File: src/rtl/adc_host_pkg.sv
// Shared types for the serial ADC host controller.
// Assumes mode codes are fixed by the user interface (see brief).
package adc_host_pkg;

    typedef enum logic [1:0] {
        MODE_SINGLE   = 2'd0,
        MODE_CONT     = 2'd1,
        MODE_PD_ENTER = 2'd2,
        MODE_PD_EXIT  = 2'd3
    } adc_mode_e;

    typedef enum logic [1:0] {
        ST_IDLE  = 2'd0,
        ST_SETUP = 2'd1,
        ST_CLOCK = 2'd2,
        ST_END   = 2'd3
    } seq_state_e;

endpackage

File: src/rtl/adc_sclk_gen.sv
// Serial-clock pacing: emits a one-cycle tick every DIV_HALF system cycles
// while run_i is high; the count restarts whenever run_i drops.
// Assumes DIV_HALF >= 1.
module adc_sclk_gen #(
    parameter int DIV_HALF = 4
) (
    input  logic clk,
    input  logic rst_n,
    input  logic run_i,
    output logic tick_o
);
    localparam int CW = (DIV_HALF > 1) ? $clog2(DIV_HALF) : 1;
    localparam logic [CW-1:0] LAST = CW'(DIV_HALF - 1);

    logic [CW-1:0] cnt_q;

    // Half-period counter, held at zero while the frame is not clocking.
    always_ff @(posedge clk) begin
        if (!rst_n || !run_i) begin
            cnt_q <= '0;
        end else if (cnt_q == LAST) begin
            cnt_q <= '0;
        end else begin
            cnt_q <= cnt_q + 1'b1;
        end
    end

    assign tick_o = run_i && (cnt_q == LAST);

    generate
        if (DIV_HALF > 1) begin : g_gap_chk
            AST_TICK_GAP: assert property (@(posedge clk) disable iff (!rst_n)
                tick_o |=> !tick_o);
        end
    endgenerate

endmodule

File: src/rtl/adc_frame_seq.sv
// Frame sequencer: owns the convert-start strobe and the serial clock,
// counts rising serial-clock edges, marks sample points and frame end,
// and tracks the pending calibration conversion.
// Assumes tick_i paces half periods and the converter follows the
// lead-zero / MSB-first / sub-bit frame described in the brief.
module adc_frame_seq
    import adc_host_pkg::*;
#(
    parameter int LEAD_ZEROS  = 3,
    parameter int NSAMP       = 12,
    parameter int REL_PD_EDGE = 8
) (
    input  logic       clk,
    input  logic       rst_n,
    input  logic       start_req_i,
    input  logic [1:0] mode_i,
    input  logic       tick_i,
    output logic       run_o,
    output logic       sclk_o,
    output logic       cnvst_n_o,
    output logic       sample_o,
    output logic       publish_o,
    output logic       calib_o
);
    localparam int FRAME_EDGES  = LEAD_ZEROS + 1 + NSAMP;
    localparam int FIRST_SAMPLE = LEAD_ZEROS + 2;
    localparam int REL_CONV     = FRAME_EDGES - 1;
    localparam int EW           = $clog2(FRAME_EDGES + 1);

    seq_state_e    state_q;
    adc_mode_e     mode_q;
    logic [EW-1:0] edge_q;
    logic [EW-1:0] edge_nx;
    logic [EW-1:0] rel_edge;
    logic          sclk_q;
    logic          cnvst_q;
    logic          cal_pend_q;
    logic          rise;
    logic          conv_mode;

    // Derived strobes for the current half-period tick.
    always_comb begin
        edge_nx   = edge_q + 1'b1;
        rise      = (state_q == ST_CLOCK) && tick_i && !sclk_q;
        rel_edge  = (mode_q == MODE_PD_ENTER) ? EW'(REL_PD_EDGE) : EW'(REL_CONV);
        conv_mode = (mode_q == MODE_SINGLE) || (mode_q == MODE_CONT);
    end

    assign run_o     = (state_q == ST_SETUP) || (state_q == ST_CLOCK);
    assign sample_o  = rise && (edge_nx >= EW'(FIRST_SAMPLE));
    assign publish_o = (state_q == ST_END) && conv_mode;
    assign sclk_o    = sclk_q;
    assign cnvst_n_o = cnvst_q;
    assign calib_o   = cal_pend_q;

    // Frame state machine: strobe, serial clock and edge count.
    always_ff @(posedge clk) begin
        if (!rst_n) begin
            state_q <= ST_IDLE;
            mode_q  <= MODE_SINGLE;
            edge_q  <= '0;
            sclk_q  <= 1'b1;
            cnvst_q <= 1'b1;
        end else begin
            case (state_q)
                ST_IDLE: begin
                    if (start_req_i) begin
                        mode_q  <= adc_mode_e'(mode_i);
                        cnvst_q <= 1'b0;
                        edge_q  <= '0;
                        state_q <= ST_SETUP;
                    end
                end
                ST_SETUP: begin
                    if (tick_i) begin
                        sclk_q  <= 1'b0;
                        state_q <= ST_CLOCK;
                    end
                end
                ST_CLOCK: begin
                    if (tick_i) begin
                        sclk_q <= ~sclk_q;
                        if (!sclk_q) begin
                            edge_q <= edge_nx;
                            if (edge_nx == rel_edge) cnvst_q <= 1'b1;
                            if (edge_nx == EW'(FRAME_EDGES)) state_q <= ST_END;
                        end
                    end
                end
                ST_END: begin
                    if (mode_q == MODE_CONT && mode_i == 2'(MODE_CONT)) begin
                        cnvst_q <= 1'b0;
                        edge_q  <= '0;
                        state_q <= ST_SETUP;
                    end else begin
                        state_q <= ST_IDLE;
                    end
                end
                default: state_q <= ST_IDLE;
            endcase
        end
    end

    // Calibration tracking: cleared by the first published conversion.
    always_ff @(posedge clk) begin
        if (!rst_n) begin
            cal_pend_q <= 1'b1;
        end else if (publish_o) begin
            cal_pend_q <= 1'b0;
        end
    end

    // Checker-only count of sample points within the current frame.
    logic [EW-1:0] samp_cnt_q;
    always_ff @(posedge clk) begin
        if (!rst_n || state_q == ST_SETUP) begin
            samp_cnt_q <= '0;
        end else if (sample_o) begin
            samp_cnt_q <= samp_cnt_q + 1'b1;
        end
    end

    AST_IDLE_LEVELS: assert property (@(posedge clk) disable iff (!rst_n)
        (state_q == ST_IDLE) |-> (sclk_q && cnvst_q));
    AST_SAMPLE_COUNT: assert property (@(posedge clk) disable iff (!rst_n)
        (state_q == ST_END) |-> (samp_cnt_q == EW'(NSAMP)));
    AST_CONV_RELEASE: assert property (@(posedge clk) disable iff (!rst_n)
        ($rose(cnvst_q) && mode_q != MODE_PD_ENTER) |->
        (edge_q >= EW'(FRAME_EDGES - 2) && edge_q <= EW'(FRAME_EDGES)));
    AST_PD_RELEASE: assert property (@(posedge clk) disable iff (!rst_n)
        ($rose(cnvst_q) && mode_q == MODE_PD_ENTER) |->
        (edge_q >= EW'(LEAD_ZEROS + 1) && edge_q < EW'(FRAME_EDGES - 2)));
    AST_MODE_HELD: assert property (@(posedge clk) disable iff (!rst_n)
        (state_q == ST_CLOCK && start_req_i) |=> $stable(mode_q));

endmodule

File: src/rtl/adc_shift_capture.sv
// Capture path: shifts the serial data in at each sample point and
// publishes the word, sub-bits and calibration flag with a done pulse.
// Assumes exactly NSAMP sample points precede each publish.
module adc_shift_capture #(
    parameter int DATA_W = 10,
    parameter int SUB_W  = 2
) (
    input  logic              clk,
    input  logic              rst_n,
    input  logic              sample_i,
    input  logic              sdata_i,
    input  logic              publish_i,
    input  logic              calib_i,
    output logic              done_o,
    output logic [DATA_W-1:0] result_o,
    output logic [SUB_W-1:0]  sub_o,
    output logic              calib_o
);
    localparam int NSAMP = DATA_W + SUB_W;

    logic [NSAMP-1:0] shreg_q;
    logic             seen_done_q;

    // Serial-in shift register, MSB arrives first.
    always_ff @(posedge clk) begin
        if (!rst_n) begin
            shreg_q <= '0;
        end else if (sample_i) begin
            shreg_q <= {shreg_q[NSAMP-2:0], sdata_i};
        end
    end

    // Output registers, updated only on publish.
    always_ff @(posedge clk) begin
        if (!rst_n) begin
            done_o   <= 1'b0;
            result_o <= '0;
            sub_o    <= '0;
            calib_o  <= 1'b0;
        end else begin
            done_o <= publish_i;
            if (publish_i) begin
                result_o <= shreg_q[NSAMP-1:SUB_W];
                sub_o    <= shreg_q[SUB_W-1:0];
                calib_o  <= calib_i;
            end
        end
    end

    // Checker-only record of a previous done since reset.
    always_ff @(posedge clk) begin
        if (!rst_n) begin
            seen_done_q <= 1'b0;
        end else if (done_o) begin
            seen_done_q <= 1'b1;
        end
    end

    AST_DONE_PULSE: assert property (@(posedge clk) disable iff (!rst_n)
        done_o |=> !done_o);
    AST_RESULT_HELD: assert property (@(posedge clk) disable iff (!rst_n)
        !done_o |-> $stable(result_o) && $stable(sub_o));
    AST_CALIB_FIRST: assert property (@(posedge clk) disable iff (!rst_n)
        (done_o && seen_done_q) |-> !calib_o);

endmodule

File: src/rtl/adc_conv_host.sv
// Top of the serial ADC host controller: ties the serial-clock pacer,
// the frame sequencer and the capture path together.
// Assumes sdata_i is synchronous to clk (converter clocked by sclk_o).
module adc_conv_host #(
    parameter int DIV_HALF    = 4,
    parameter int DATA_W      = 10,
    parameter int SUB_W       = 2,
    parameter int LEAD_ZEROS  = 3,
    parameter int REL_PD_EDGE = 8
) (
    input  logic              clk,
    input  logic              rst_n,
    input  logic              start_req,
    input  logic [1:0]        mode_i,
    input  logic              sdata_i,
    output logic              sclk_o,
    output logic              cnvst_n_o,
    output logic              done_o,
    output logic [DATA_W-1:0] result_o,
    output logic [SUB_W-1:0]  sub_o,
    output logic              calib_o
);
    localparam int NSAMP = DATA_W + SUB_W;

    logic run;
    logic tick;
    logic sample;
    logic publish;
    logic cal_pend;

    adc_sclk_gen #(
        .DIV_HALF (DIV_HALF)
    ) i_pacer (
        .clk    (clk),
        .rst_n  (rst_n),
        .run_i  (run),
        .tick_o (tick)
    );

    adc_frame_seq #(
        .LEAD_ZEROS  (LEAD_ZEROS),
        .NSAMP       (NSAMP),
        .REL_PD_EDGE (REL_PD_EDGE)
    ) i_seq (
        .clk         (clk),
        .rst_n       (rst_n),
        .start_req_i (start_req),
        .mode_i      (mode_i),
        .tick_i      (tick),
        .run_o       (run),
        .sclk_o      (sclk_o),
        .cnvst_n_o   (cnvst_n_o),
        .sample_o    (sample),
        .publish_o   (publish),
        .calib_o     (cal_pend)
    );

    adc_shift_capture #(
        .DATA_W (DATA_W),
        .SUB_W  (SUB_W)
    ) i_cap (
        .clk       (clk),
        .rst_n     (rst_n),
        .sample_i  (sample),
        .sdata_i   (sdata_i),
        .publish_i (publish),
        .calib_i   (cal_pend),
        .done_o    (done_o),
        .result_o  (result_o),
        .sub_o     (sub_o),
        .calib_o   (calib_o)
    );

endmodule

File: config.mk
export PLATFORM = sky130hd
export DESIGN_NAME = adc_conv_host
export DESIGN_NICKNAME = d
export VERILOG_FILES = /design/src/rtl/adc_host_pkg.sv /design/src/rtl/adc_sclk_gen.sv /design/src/rtl/adc_frame_seq.sv /design/src/rtl/adc_shift_capture.sv /design/src/rtl/adc_conv_host.sv
export SDC_FILE = /design/constraint.sdc
export NUM_CORES = 1
export LEC_CHECK = 0
export ABC_CLOCK_PERIOD_IN_PS = 3800
export BUFFER_PORTS_ARGS = -buffer_cell sky130_fd_sc_hd__buf_2
export CORE_MARGIN = 1
export CORE_UTILIZATION = 37
export CTS_BUF_LIST = sky130_fd_sc_hd__clkbuf_8 sky130_fd_sc_hd__clkbuf_16
export CTS_CLUSTER_DIAMETER = 200
export DETAILED_ROUTE_END_ITERATION = 12
export GPL_ROUTABILITY_DRIVEN = 0
export HOLD_SLACK_MARGIN = 0.15
export SETUP_SLACK_MARGIN = 0.1
export SYNTH_ARGS = -nofsm -noshare
export SYNTH_HDL_FRONTEND = slang
export SYNTH_HIERARCHICAL = 1
export SYNTH_SLANG_ARGS = --single-unit
export TNS_END_PERCENT = 20
File: constraint.sdc
create_clock -name clk -period 3.8 [get_ports clk]
set_input_delay 0.38 -clock clk [delete_from_list [all_inputs] [get_ports clk]]
set_output_delay 0.38 -clock clk [all_outputs]
set_load 0.01 [all_outputs]
==> results of run 1 <==
path summary, 6_finish.rpt:
path,to,depth (start not counted)
worst max-delay path,i_cap/shreg_q[7],8
worst min-delay path,i_seq/mode_q[0],3
worst max register to register,i_cap/shreg_q[7],8
worst min register to register,i_seq/calib_o,2
routing by layer:
metal	up-vias	track usage, %	wire length, um
met5	-	0	0
met4	0	3.27	21
met3	4	4.86	131
met2	20	18.0	1320
met1	555	16.8	1610
li1	659	-	-
layout make-up:
type	instances	share of cell area, %
clock buffers	5	3.28
clock inverters	3	2.21
inverters	7	1.25
multi-input cells	128	46.0
flip-flops and latches	40	38.2
well taps	67	4.00
repair buffers	21	5.01
power by group:
| group | total (W) | switching (W) | internal, W |
|---|---|---|---|
| Sequential | 0.000474 | 0.0000237 | 0.000450 |
| Clock | 0.000352 | 0.000154 | 0.000198 |
| Combinational | 0.000265 | 0.000148 | 0.000118 |
worst max-delay path, stage by stage, from the launching register on:
cell and delay (ps):
dfxtp_1 390, inv_1 120, ha_1 350, and2_2 170
nand2b_1 110, or2_2 310, a31oi_2 730, mux2i_1 270
nor2b_1 70
sequential cells by signal, summed over array words and instances, names as in the netlist:
register / flops
i_cap/calib_o: 1
i_cap/done_o: 1
i_seq/calib_o: 1
i_cap/sub_o: 2
i_cap/result_o: 10
i_seq/edge_q: 5
i_pacer/cnt_q: 2
i_seq/mode_q: 2
i_seq/state_q: 2
i_seq/sclk_o: 1
i_cap/shreg_q: 12
i_seq/cnvst_n_o: 1
per-stage QoR:
step / worst slack [ps] / instances
2_1_floorplan: 1620 / 180
3_3_place_gp: 1190 / 263
3_5_place_dp: 1180 / 263
4_1_cts: 1130 / 271
5_1_grt: 937 / 271
6_report: 1170 / 271
cells in the final DEF (no fill, tap or decap):
master / count
or2_2: 1
nor2b_1: 29
a21oi_1: 6
o21bai_1: 1
nand4_1: 1
nand3_1: 6
or3_1: 1
nand2_1: 10
a31oi_2: 1
a31oi_1: 1
clkinv_1: 1
and2_2: 1
o31a_1: 1
nand2b_1: 7
inv_6: 1
a211oi_1: 1
bufinv_16: 1
nor3_1: 2
mux2i_1: 30
clkbuf_8: 5
a2111oi_4: 1
xor2_1: 3
buf_2: 21
inv_1: 6
and4bb_2: 1
and2_1: 1
dfxtp_1: 40
clkinvlp_4: 1
nor4_1: 2
and4b_2: 1
a311oi_1: 1
o32ai_1: 1
o21ai_0: 2
nor2_1: 7
ha_1: 9
cell usage after synthesis (2+ instances only):
library cell | number | area share [%]
mux2i_1 | 30 | 16
nor2_1 | 7 | 1.4
nand2b_1 | 7 | 2.4
nand2_1 | 10 | 2.1
inv_1 | 6 | 1.2
dfxtp_1 | 40 | 44
clkbuf_1 | 2 | 0.41
a31oi_1 | 2 | 0.68
xor2_1 | 3 | 1.4
nor4_1 | 2 | 0.68
ha_1 | 9 | 6.2
a21oi_1 | 6 | 1.6
nand3_1 | 6 | 1.6
buf_6 | 2 | 1.2
nor3_1 | 2 | 0.55
o21ai_0 | 2 | 0.55
nor2b_1 | 29 | 9.9
kinds of logic after synthesis:
group	count (synthesis)	synth area share, %
multiplexers	30	16.4
AO/OA/AOI/OAI	16	6.63
adder cells (fa/ha/maj)	9	6.15
flip-flops	40	43.7
XOR/XNOR	3	1.44
AND/OR/NAND/NOR	70	21.7
buffers and inverters	12	3.90
==> results_dict.tcl, run 1 <==
set metrics [dict create \
    die_area_sq_um 5230 \
    final-seq-area_sq_um 801 \
    start_kind "register" \
    total_power_w 0.00109 \
    viasPerCell 4.57 \
    area_delta_synth_final_pct 14.5 \
    ys_ff_latch 40 \
    die_h_um 72.3 \
    finalCriticalPeriod_ps 2630 \
    post_cts_buffers 0 \
    core_sq_um 4750 \
    tns_ps 0 \
    hold_buffers 0 \
    cts.clk_slew.worst_paths_ps 80 \
    netlist_area_sq_um 1830 \
    fmax_ghz 0.380 \
    die_w_um 72.3 \
    cp_max_fo 12 \
    fin_area_sq_um 2100 \
    maxSlewViolCount 0 \
    num_vias 1238 \
    power_density_nw_per_um2 521 \
    ctsHtreeMaxLevel 2 \
    synth_top_flop_cell "dfxtp_1" \
    synth_edf_count 0 \
    grt_pass1_wl_mm 4.98 \
    period_share_pct 69.3 \
    initial_core_util_pct 38.5 \
    drtIter0Drc 55 \
    relSlewSlack_pct 38.7 \
    drc 0 \
    rows 25 \
    worst_pin_slew_ps 917 \
    clock_latency_ps 290 \
    drt-pass1-iter-count 4 \
    postLayoutCoreUtil_pct 44.1 \
    critPathArrivalTime_ps 2820 \
    fillers 499 \
    drive_gt1_share_pct 17.2 \
    drv_cap 0 \
    ys_warn_count 6 \
    clk_path_buf_depth 2 \
    tritoncts "built" \
    setup_viol 0 \
    clock-root-buffer "clkbuf_8" \
    ir_worst_vdd_mv 0.330 \
    rsz0062_at_grt "no" \
    multi_input_area_sq_um 965 \
    crit_path_start "i_seq/state_q[0]" \
    track_usage_pct 12.3 \
    io_buffers 21 \
    status "completed" \
    syn-instance-count 180 \
    grt_max_degree 34 \
    hpwl_mm 2.14 \
    crit_path_end_kind "register" \
    placedInstanceArea_sq_um 1980 \
    final_antenna_net_count 0 \
    cts_made_buffers 5 \
    finalWirelength_mm 3.08 \
    path_class "register to register" \
    cts.sinks 40 \
    r2r_slack_ps 1170 \
    ys_seq_area_share_pct 43.7 \
    grt_pass1_vias 1073 \
    holdCritStartpoint "mode_i[0]" \
    ctsResizeCount 0 \
    avgSynthCellArea_sq_um 10.2 \
    final_net_count 218 \
    antenna_found_initial 0 \
    antenna_cells 0 \
    wl_per_cell_um 11.4 \
    synth.distinct_cells 32 \
    grt.overflow.total 0 \
    synth_async_sr_flop_share_pct 0 \
    finalHoldViolations 0 \
    r2r-start "i_seq/state_q[0]" \
    io_pins 22 \
    syn-num-nets 195 \
    clock_skew_ps 6.15 \
    p_leak_nw 0.773 \
    critPathRequiredTime_ps 3980 \
    timing.hold.ws_ps 342 \
    hp-class "input pin to register" \
]
(Power assumes the default switching activity.)
==> run 2, diff against run 1 <==
- ABC_CLOCK_PERIOD_IN_PS: 3800 -> 2140
- clock period: 3.8 -> 2.14 ns (I/O delays scaled with it)
==> run 2 against run 1 <==
Fmax rose by 36%. Die area did not move. Count of clock-buffer cells in the layout did not move. Routed wire length rose by 7.8%. Sequential power rose by 77%. Highest routed layer unchanged.
==> results_dict.tcl, run 2 (synthesized netlist as in run 1, its figures left out) <==
set metrics [dict create \
    tritoncts "built" \
    area_delta_synth_final_pct 22.2 \
    place_inst 269 \
    cts_made_buffers 5 \
    maxSlewViolCount 0 \
    io_buffers 21 \
    rows 25 \
    track_usage_pct 13.7 \
    finalCriticalPeriod_ps 1940 \
    rr_endpoint "i_cap/shreg_q[11]" \
    drive_gt1_share_pct 25.1 \
    largest_reg_flops 12 \
    top_usage_layer "met2" \
    power_density_nw_per_um2 909 \
    final_net_count 225 \
    wl_per_cell_um 11.9 \
    period_share_pct 90.7 \
    final_cell_mix "39 x dfxtp_1, 29 x mux2i_1, 29 x nor2b_1, 21 x buf_2, 10 x nand2_1" \
    reg_top3 "i_cap/shreg_q x12, i_cap/result_o x10, i_seq/edge_q x5" \
    core_sq_um 4750 \
    grtUsageMet2_pct 21.6 \
    die_h_um 72.3 \
    status "completed" \
    hold_buffers 0 \
    hpwl_mm 2.24 \
    clock-root-buffer "clkbuf_8" \
    ctsHtreeMaxLevel 2 \
    cts.sinks 40 \
    cp_max_fo 6 \
    tns_ps 0 \
    hp-class "input pin to register" \
    ff2ff_path_depth 9 \
    grt.overflow.total 0 \
    grtUsageMet3_pct 4.31 \
    fillers 469 \
    fmax_ghz 0.515 \
    antenna_found_initial 0 \
    io_pins 22 \
    relSlewSlack_pct 71.2 \
    start_kind "register" \
    clock_latency_ps 300 \
    post_cts_buffers 0 \
    drt-pass1-iter-count 4 \
    ir_worst_vdd_mv 0.498 \
    top_register "i_cap/shreg_q" \
    drv_cap 0 \
    drc 0 \
    initial_core_util_pct 38.5 \
    rsz0062_at_grt "no" \
    critPathArrivalTime_ps 2130 \
    holdCritStartpoint "mode_i[0]" \
    die_w_um 72.3 \
    finalWirelength_mm 3.32 \
    worst_pin_slew_ps 430 \
    drtIter0Drc 89 \
    r2r_slack_ps 200 \
    path_class "register to register" \
    antenna_cells 0 \
    finalHoldViolations 0 \
    viasPerCell 4.62 \
    num_vias 1283 \
    cts.clk_slew.worst_paths_ps 80 \
    crit_path_end_kind "register" \
    final_antenna_net_count 0 \
    die_area_sq_um 5230 \
    worstHoldEndpoint "i_seq/mode_q[0]" \
    grt_pass1_vias 1189 \
    gr-usage-met1_pct 16.8 \
    grt_pass1_wl_mm 5.49 \
    grt_max_degree 33 \
    clock_skew_ps 6.94 \
    critPathRequiredTime_ps 2330 \
    hold-path-cell-count 3 \
    p_leak_nw 0.833 \
    clk_path_buf_depth 2 \
    final_common_cell "dfxtp_1" \
    setup_viol 0 \
    stdcell_count 278 \
    r2r-start "i_seq/state_q[0]" \
]
-- run 2: changes by cell type in the layout (fill, tap and decap cells not counted), sizes merged --
cell,previous run,this run
clkinv,1,2
buf,21,27
clkinvlp,1,0
clkbuf,5,6
-- run 2: worst max path at each step --
stage,to,cells after the start,slack (ps),from
after floorplan,i_seq/edge_q[2],7,130,i_seq/state_q[1]
after global placement,i_cap/shreg_q[7],9,120,i_seq/state_q[0]
after detailed placement,i_cap/shreg_q[7],9,80,i_seq/state_q[0]
after CTS,i_cap/shreg_q[7],9,130,i_seq/state_q[0]
after global routing,i_seq/state_q[0],8,90,i_seq/state_q[0]
final,i_cap/shreg_q[11],9,200,i_seq/state_q[0]
-- run 2: final cells by class --
class,instances,area (sq um),area share (%)
multi-input cells,128,1030,45.9
flip-flops and latches,40,805,36.0
repair buffers,28,188,8.39
well taps,67,83.8,3.75
clock buffers,5,68.8,3.08
clock inverters,3,38.8,1.73
inverters,7,26.3,1.17
-- run 2: repair_timing --
item / in CTS / in global routing
pin swaps: 0 / 2
gates cloned: 0 / 1
endpoints found under the setup margin: 13 / 18
resized for setup: 1 / 12
-- run 2: where the power goes --
group          switching (W)  internal (W)
sequential         0.0000354      0.000804
clock               0.000263      0.000341
combinational       0.000309      0.000282
total               0.000608       0.00143
-- run 2: routing by layer --
metal  vias up  routed length [um]  part of all wire, %
met5         -                   0                    0
met4         0                  59                  1.8
met3         7                 118                  3.6
met2        21                1470                   44
met1       583                1670                   50
li1        672                   -                    -
-- run 2: stage by stage --
| stage | util (%) | worst slack (ps) | hold slack (ps) | area, sq um | power, W |
|---|---|---|---|---|---|
| 4_1_cts | 45.4 | 128 | 166 | 2160 | 0.00198 |
| 6_report | 47.1 | 198 | 176 | 2240 | 0.00203 |
| 5_1_grt | 47.1 | 92.2 | 193 | 2240 | 0.00216 |
| 2_1_floorplan | - | 127 | 276 | 1850 | 0.00124 |
| 3_5_place_dp | 43.1 | 78.0 | 457 | 2050 | 0.00137 |
| 3_3_place_gp | 43.1 | 123 | 436 | 2050 | 0.00137 |
-- run 2: worst max-delay path, stage by stage, from the launching register on --
cell and delay, ps:
dfxtp_4 370, inv_2 80, ha_4 280, and2_4 160
nand2b_4 70, or2_4 240, a31oi_4 220, clkbuf_16 200
mux2i_1 170, nor2b_1 60
==> run 3, diff against run 2 <==
- CORE_UTILIZATION: 37 -> 40
- PLACE_DENSITY: not set -> 0.7
==> run 3 against run 2 <==
Setup slack worse by 26 ps. Highest routed layer unchanged. Clock power grew 7.6%. Critical path depth did not move. Fmax decreased by 1.3%. Power rose by 2.8%. Final area down 0.22%. Combinational power grew 2%. Via count grew 2.7%. Die area shrank 7.3%.
==> results_dict.tcl, run 3 (synthesized netlist as in run 1, its figures left out) <==
set metrics [dict create \
    tns_ps 0 \
    io_buffers 21 \
    grt_max_degree 33 \
    p_leak_nw 0.845 \
    ff2ff_path_depth 9 \
    clock_skew_ps 9.66 \
    power_density_nw_per_um2 937 \
    fin_area_sq_um 2230 \
    crit_path_end_kind "register" \
    wl_per_cell_um 12.9 \
    wl_met2_mm 1.61 \
    hold-path-cell-count 3 \
    clock_latency_ps 290 \
    cp_num_buf_inv 2 \
    rsz0062_at_grt "no" \
    grt.overflow.total 0 \
    clock-root-buffer "clkbuf_8" \
    ctsHtreeMaxLevel 2 \
    grt_pass1_wl_mm 5.75 \
    die_area_sq_um 4850 \
    hold_buffers 0 \
    wl_met3_um 99 \
    viasPerCell 4.99 \
    path_class "register to register" \
    finalHoldViolations 0 \
    num_vias 1317 \
    finalWirelength_mm 3.42 \
    reg_top3 "i_cap/shreg_q x12, i_cap/result_o x10, i_seq/edge_q x5" \
    clk_path_buf_depth 2 \
    die_h_um 69.7 \
    final_net_count 226 \
    track_usage_pct 15.0 \
    critPathArrivalTime_ps 2160 \
    dr.max_layer_used "met4" \
    antenna_cells 0 \
    critPathMaxStageDelay_ps 370 \
    largest_reg_flops 12 \
    die_w_um 69.7 \
    area_delta_synth_final_pct 21.9 \
    drtIter0Drc 65 \
    final_cell_mix "39 x dfxtp_1, 30 x mux2i_1, 29 x nor2b_1, 21 x buf_2, 10 x nand2_1" \
    status "completed" \
    cts_made_buffers 5 \
    start_kind "register" \
    cp_max_fo 6 \
    worst_pin_slew_ps 445 \
    tritoncts "built" \
    post_cts_buffers 0 \
    fillers 388 \
    worstHoldEndpoint "i_seq/mode_q[0]" \
    final_common_cell "dfxtp_1" \
    drv_cap 0 \
    holdCritStartpoint "mode_i[0]" \
    hp-class "input pin to register" \
    period_share_pct 92.0 \
    antenna_found_initial 0 \
    placedInstanceArea_sq_um 2040 \
    setup_viol 0 \
    cts.clk_slew.worst_paths_ps 80 \
    crit_family "simple AND/OR/NAND/NOR gates" \
    io_pins 22 \
    drc 0 \
    rows 24 \
    cts.sinks 40 \
    crit_path_top_delay_cell "dfxtp_2" \
    fmax_ghz 0.508 \
    rr_endpoint "i_cap/shreg_q[10]" \
    finalCriticalPeriod_ps 1970 \
    final_antenna_net_count 0 \
    postLayoutCoreUtil_pct 50.9 \
    maxSlewViolCount 0 \
    drt-pass1-iter-count 4 \
    drive_gt1_share_pct 24.1 \
    initial_core_util_pct 41.8 \
    met1Wirelength_mm 1.63 \
    hpwl_mm 2.20 \
    critPathRequiredTime_ps 2330 \
    core_sq_um 4380 \
    path_cells "inv_2, ha_4, and2_4, nand2b_4, or2_4, a31oi_4, clkbuf_16, mux2i_1, nor2b_1" \
    ir_worst_vdd_mv 0.379 \
    top_register "i_cap/shreg_q" \
    r2r_slack_ps 170 \
    r2r-start "i_seq/state_q[0]" \
    grt_pass1_vias 1296 \
    relSlewSlack_pct 70.3 \
]
-- run 3: cell count changes in the layout (fill, tap and decap cells not counted) --
cell	change
dfxtp_2	+1
clkinv_4	+1
ha_2	-2
buf_6	+1
o21ai_0	-1
mux2i_2	-1
clkbuf_8	+1
inv_2	-1
clkinv_2	-1
mux2i_1	+1
ha_1	+2
dfxtp_4	-1
o21ai_1	+1
-- run 3: final cells by class --
type	instances	area (sq um)	area share [%]
flip-flops and latches	40	802	35.9
inverters	7	26.3	1.18
clock inverters	2	38.8	1.74
well taps	52	65.1	2.91
repair buffers	29	199	8.91
clock buffers	6	82.6	3.70
multi-input cells	128	1020	45.6
-- run 3: what timing repair did --
item	4_1_cts	5_1_grt
pin swaps	0	1
setup endpoints to repair	14	18
gates resized for setup	1	9
gates cloned	0	1
-- run 3: where the power goes --
part / switching, W / internal [W] / leakage [nW] / total [W]
Combinational: 0.000313 / 0.000290 / 0.460 / 0.000604
Sequential: 0.0000361 / 0.000801 / 0.324 / 0.000837
Clock: 0.000270 / 0.000381 / 0.0614 / 0.000651
Total: 0.000619 / 0.00147 / 0.845 / 0.00209
-- run 3: how the worst max path moves through the flow --
| stage | startpoint | end | slack, ps | cells past startpoint |
|---|---|---|---|---|
| 3_3_place_gp | i_seq/state_q[0] | i_seq/state_q[0] | 120 | 8 |
| 5_1_grt | i_seq/state_q[1] | i_cap/shreg_q[11] | 90 | 9 |
| 4_1_cts | i_seq/state_q[0] | i_cap/shreg_q[3] | 100 | 9 |
| 3_5_place_dp | i_seq/state_q[0] | i_cap/shreg_q[3] | 50 | 9 |
| 6_report | i_seq/state_q[0] | i_cap/shreg_q[10] | 170 | 9 |
| 2_1_floorplan | i_seq/state_q[1] | i_seq/edge_q[2] | 130 | 7 |
-- run 3: metrics by stage --
| stage | power (W) | hold slack, ps | setup slack [ps] | instances |
|---|---|---|---|---|
| 6_report | 0.00209 | 177 | 172 | 264 |
| 5_1_grt | 0.00220 | 187 | 88.6 | 264 |
| 4_1_cts | 0.00204 | 169 | 104 | 263 |
| 3_5_place_dp | 0.00138 | 443 | 54.1 | 255 |
| 3_3_place_gp | 0.00137 | 436 | 120 | 255 |
| 2_1_floorplan | 0.00124 | 276 | 127 | 180 |
-- run 3: per-layer routing --
metal	vias up	global-route usage [%]
met5	-	0
met4	0	7.33
met3	8	4.51
met2	18	22.8
met1	617	19.3
li1	674	-
-- run 3: tightest hold or removal path: cells and delay by family --
family / cells / cell delay (ps)
AO/OA/AOI/OAI: 1 / 50
buffers and inverters: 1 / 100
AND/OR/NAND/NOR: 1 / 60
